===== config.mk =====
export PLATFORM = sky130hd
export DESIGN_NAME = mlpipe_reg
export DESIGN_NICKNAME = d
export VERILOG_FILES = /design/src/rtl/mlpipe_reg.sv
export SDC_FILE = /design/constraint.sdc
export NUM_CORES = 1
export LEC_CHECK = 0
export ABC_AREA = 0
export BUFFER_PORTS_ARGS = -buffer_cell sky130_fd_sc_hd__buf_2
export CORE_MARGIN = 3
export CORE_UTILIZATION = 30
export CTS_BUF_LIST = sky130_fd_sc_hd__clkbuf_8 sky130_fd_sc_hd__clkbuf_16
export CTS_CLUSTER_SIZE = 25
export DETAILED_ROUTE_END_ITERATION = 7
export GPL_TIMING_DRIVEN = 1
export PLACE_DENSITY = 0.55
export RECOVER_POWER = 100
export SYNTH_ARGS = -nofsm -noshare
export SYNTH_HDL_FRONTEND = slang
export SYNTH_SLANG_ARGS = --single-unit
export TNS_END_PERCENT = 50

===== constraint.sdc =====
create_clock -name clk -period 2 [get_ports clk]
set_clock_uncertainty 0.2 [all_clocks]
set_input_delay 0.5 -clock clk [delete_from_list [all_inputs] [get_ports clk]]
set_output_delay 0.5 -clock clk [all_outputs]
set_load 0.01 [all_outputs]

===== src/rtl/mlpipe_reg.sv =====
module mlpipe_reg #(
  parameter int W = 8,
  parameter bit PUSH_DOWN = 1'b1
) (
  input  logic         clk,
  input  logic         rst_n,
  input  logic [W-1:0] din,
  input  logic [1:0]   op,
  input  logic [1:0]   rd_sel,
  input  logic         oe_n,
  output logic [W-1:0] dout,
  output logic         dout_vld
);
  localparam logic [1:0] OP_SHIFT = 2'd0, OP_LDB = 2'd1, OP_LDA = 2'd2;

  logic [W-1:0] a1, a2, b1, b2, sel_q;

  always_ff @(posedge clk) begin
    if (!rst_n) begin
      a1 <= '0; a2 <= '0; b1 <= '0; b2 <= '0;
    end else begin
      case (op)
        OP_SHIFT: begin
          a1 <= din; a2 <= a1; b1 <= a2; b2 <= b1;
        end
        OP_LDA: begin
          a1 <= din;
          if (PUSH_DOWN) a2 <= a1;
        end
        OP_LDB: begin
          b1 <= din;
          if (PUSH_DOWN) b2 <= b1;
        end
        default: ;
      endcase
    end
  end

  always_comb begin
    case (rd_sel)
      2'd0: sel_q = b2;
      2'd1: sel_q = b1;
      2'd2: sel_q = a2;
      default: sel_q = a1;
    endcase
  end

  assign dout_vld = ~oe_n;
  assign dout     = oe_n ? '0 : sel_q;
endmodule



Word-level counts from Yosys, hierarchy flattened
Cells that the tools add are included.
{"block": "totals", "latchBits": 0, "mem_bits_ro": 0, "ff_bits": 32, "ramBits": 0, "out_inout_bits": 9, "input_bits": 15, "memories": 0, "word_cells": 17}
{"block": "classes", "n_eq_ne": 4, "n_mux": 3, "n_addsub": 0, "n_lt_le_gt_ge": 0, "n_reduce_logical": 5, "n_bitwise": 1, "div": 0, "multipliers": 0, "shift": 0}
{"cell": "one-hot mux 8 bit (3 select lines)", "n": 1}
{"cell": "one-hot mux 8 bit (2 select lines)", "n": 1}
{"cell": "two-way mux 8 bit", "n": 1}
{"cell": "equality test 2 x 1 -> 1 bit, second input constant", "n": 2}
{"cell": "equality test 2 bit, second input constant", "n": 2}
{"cell": "logical NOT 2 bit", "n": 2}
{"cell": "OR reduction 2 bit", "n": 2}
{"cell": "nonzero test 2 bit", "n": 1}
{"cell": "NOT 1 bit", "n": 1}

Longest topological paths before layout
{"block": "logic_depth", "ltp_word": 3, "depth_mapped": 4, "ltp_nobuf": 2}

Least setup slack after synthesis
OpenSTA, ideal clock, no wires.
{"block": "synth_timing", "path_type": "input -> output", "from": "in rd_sel[1]", "to": "out dout[0]", "t_arrival_ns": 1.199, "required_ns": 1.300, "path_stages": 3, "path_slack_ns": 0.101, "n_path_buf": 1, "cell_sequence": "or2_2 -> buf_1 -> o22ai_1"}
{"block": "synth_via", "elab_chain_cells": 3, "word_cells_on_any_way": 5, "cone_classes": "eq/ne: 2; mux: 2; reduce/logical: 1"}
{"item": "start, declared", "line": "9", "source": "input logic [1:0] rd_sel,"}
{"item": "equality test 2 bit, or another cell as far along", "line": "40", "source": "case (rd_sel)"}
{"item": "one-hot mux 8 bit (3 select lines) (*)", "line": "40"}
{"item": "two-way mux 8 bit (*)", "line": "49", "source": "assign dout = oe_n ? '0 : sel_q;"}
{"item": "end, declared", "line": "11", "source": "output logic [W-1:0] dout,"}
Every way passes the cells marked *; elsewhere a longest branch is shown, timed or not.

Final worst setup path
{"block": "layout_timing", "from": "in rd_sel[1]", "to": "out dout[3]"}
The elaborated chain is that of the path after synthesis.

==> impl_metrics.py <==
metrics = {
    "status": {
        "outcome": "completed",
    },
    "floorplan": {
        "die_w_um": 78.46,
        "core_area_um2": 4911,
        "die_y_um": 78.46,
        "ios": 24,
        "die-area_um2": 6156,
        "start_util_pct": 32.08,
        "placementRows": 25,
    },
    "cts": {
        "htreeDepth": 2,
        "cts_tree": "yes",
        "cts_root_buf": "clkbuf_8",
        "cts_sinks": 32,
        "cts_buffer_depth": 2,
        "clk_pin_slew_ns": 0.06,
        "clock_latency_ns": 0.28,
        "cts_made_buffers": 5,
    },
    "final_layout": {
        "fin_cells": 237,
        "n_antenna_cell": 0,
        "layout_commonest_cell": "mux2i_1",
        "final_nets": 184,
        "mostFrequentLayoutCells": "mux2i_1, dfxtp_1, nor2b_1",
        "num-fill-cells": 498,
        "drive_above_1_share_pct": 28.82,
        "area_growth_pct": 19.30,
    },
    "route": {
        "avgRoutedWirePerCell_um": 13.30,
        "drt_wl_total_um": 3151,
        "first_pass_iters": 4,
        "drtIter0Drc": 85,
        "vias": 1103,
        "drc": 0,
        "routed_via_density": 4.654,
        "drtAntennaViolNets": 0,
    },
    "global_route": {
        "gr-usage-met2_pct": 17.55,
        "grt_use_met3_pct": 2.752,
        "antenna_found_initial": 0,
        "grt_overflow": 0,
        "grt_pass1_wl_um": 5195,
        "track_usage_pct": 10.74,
        "grt_start_max_net_pins": 33,
        "first_global_vias": 1119,
        "use_met1_pct": 12.93,
        "top_usage_layer": "met2",
    },
    "yosys": {
        "synth_top_area_share_pct": 40.67,
        "synth_cell_types": 16,
        "seq_area_frac_synth_pct": 40.67,
        "ys_seq_elements": 32,
        "syn_area_per_cell_um2": 11.02,
        "synthTopCellsByArea": "dfxtp_1, mux2i_1, nor2b_1, o211a_1, mux2_4",
        "yosysTopAreaCell": "dfxtp_1",
        "synth_nets": 158,
        "synth_cells": 143,
        "ys_warn_count": 0,
        "synth_area_um2": 1575,
    },
    "min_path": {
        "min_path_cells": 3,
        "holdCritPathClass": "in -> reg",
    },
    "placed_design": {
        "dpl.hpwl_um": 2278,
        "dpl.cell_count": 229,
        "gp_congestion": 0.7936,
        "io_buffers": 23,
    },
    "timing": {
        "worst_pin_slew_ns": 1.165,
        "drv_slew": 0,
        "fmax_mhz": 509.6,
        "worst_hold_slack_ns": 0.2956,
        "hold_violations": 0,
        "period_minus_slack_ns": 1.962,
        "fin_crit_sh_pct": 98.11,
        "setup_violations": 0,
        "relSlewSlack_pct": 22.33,
        "tns_ns": 0,
    },
    "worst_setup_path": {
        "path_cells": "clkbuf_2, or2_4, o22ai_1, buf_2",
        "required_ns": 1.30,
        "rr_worst_depth": 2,
        "critPathMaxFanout": 8,
        "critPathCaptureType": "output port",
        "slowest_stage": "or2_4",
        "start_kind": "input pin",
        "critPathMaxStageDelay_ns": 0.29,
        "worstPathArrival_ns": 1.26,
        "r2r_setup_slack_ns": 0.88,
        "crit_type": "in -> out",
    },
    "pwr": {
        "finalPower_mw": 1.376,
        "power_leakage_nw": 0.8900,
        "powerDensity_nw_per_um2": 732.1,
        "peakVddDrop_v": 0.0002948,
    },
    "flow_run": {
        "max-cap-violations": 0,
    },
}
==> flip-flops by register name (all words and copies together) (netlist names) <==
register  count
b2            8
a1            8
a2            8
b1            8
==> power breakdown <==
group | internal (mW) | leakage [nW] | switching, mW | total, mW
Clock | 0.270 | 0.0538 | 0.218 | 0.488
Sequential | 0.670 | 0.262 | 0.0217 | 0.692
Combinational | 0.107 | 0.574 | 0.0900 | 0.197
Total | 1.05 | 0.890 | 0.329 | 1.38
==> cells in the mapped netlist <==
library cell	number
mux2i_1	40
dfxtp_1	32
nor2b_1	24
nand2b_1	9
o211a_1	8
o22ai_1	8
mux2_2	4
mux2_4	4
buf_4	3
clkbuf_1	3
buf_1	2
buf_2	2
buf_12	1
buf_6	1
inv_1	1
or2_2	1
==> per-layer routing <==
layer | vias to the layer above | wire length, um
met1 | 523 | 1483
li1 | 554 | -
met5 | - | 0
met2 | 18 | 1523
met4 | 0 | 75
met3 | 8 | 69
==> stage by stage <==
stage | setup WS [ns] | instance area (um^2) | util [%]
6_report | 0.03782 | 1879 | 38.27
5_1_grt | -0.001453 | 1879 | 38.27
4_1_cts | 0.008022 | 1844 | 37.55
3_5_place_dp | -0.05651 | 1752 | 35.67
3_3_place_gp | -0.05401 | 1752 | 35.67
2_1_floorplan | 0.1006 | 1575 | -
==> layout make-up <==
class,count,area (um^2),share of cell area (%)
Multi-Input combinational cell,98,870.8,46.34
Sequential cell,32,640.6,34.09
Timing Repair Buffer,31,190.2,10.12
Tap cell,67,83.83,4.461
Clock buffer,6,82.58,4.394
Clock inverter,2,7.507,0.3995
Inverter,1,3.754,0.1997
==> logic make-up (layout without fill, tap and decap cells) <==
logic type,Yosys count,after routing,share of synthesized area (%)
AO/OA/AOI/OAI,16,16,8.261
buffers and inverters,13,40,5.480
flip-flops,32,32,40.67
multiplexers,48,48,32.09
AND/OR/NAND/NOR,34,34,13.50
==> final timing paths <==
path	start	to
setup / recovery	rd_sel[1]	dout[3]
hold / removal	din[7]	a1[7]
setup reg to reg	a2[3]	b1[3]
hold reg to reg	b2[5]	b2[5]
==> timing repair <==
| action | 4_1_cts | 5_1_grt |
|---|---|---|
| gates cloned | 0 | 0 |
| setup endpoints to repair | 8 | 8 |
| pin swaps | 0 | 1 |
| gates resized for setup | 1 | 12 |
| hold buffers | 0 | 0 |
| setup buffers | 0 | 0 |
==> worst max-delay path: cells and delay by family <==
| kind | cells | cell delay, ns |
|---|---|---|
| and+or+nand+nor | 1 | 0.29 |
| AOI/OAI and AO/OA | 1 | 0.20 |
| buffers and inverters | 2 | 0.27 |
No activity file was read; power rests on OpenSTA's default activity.
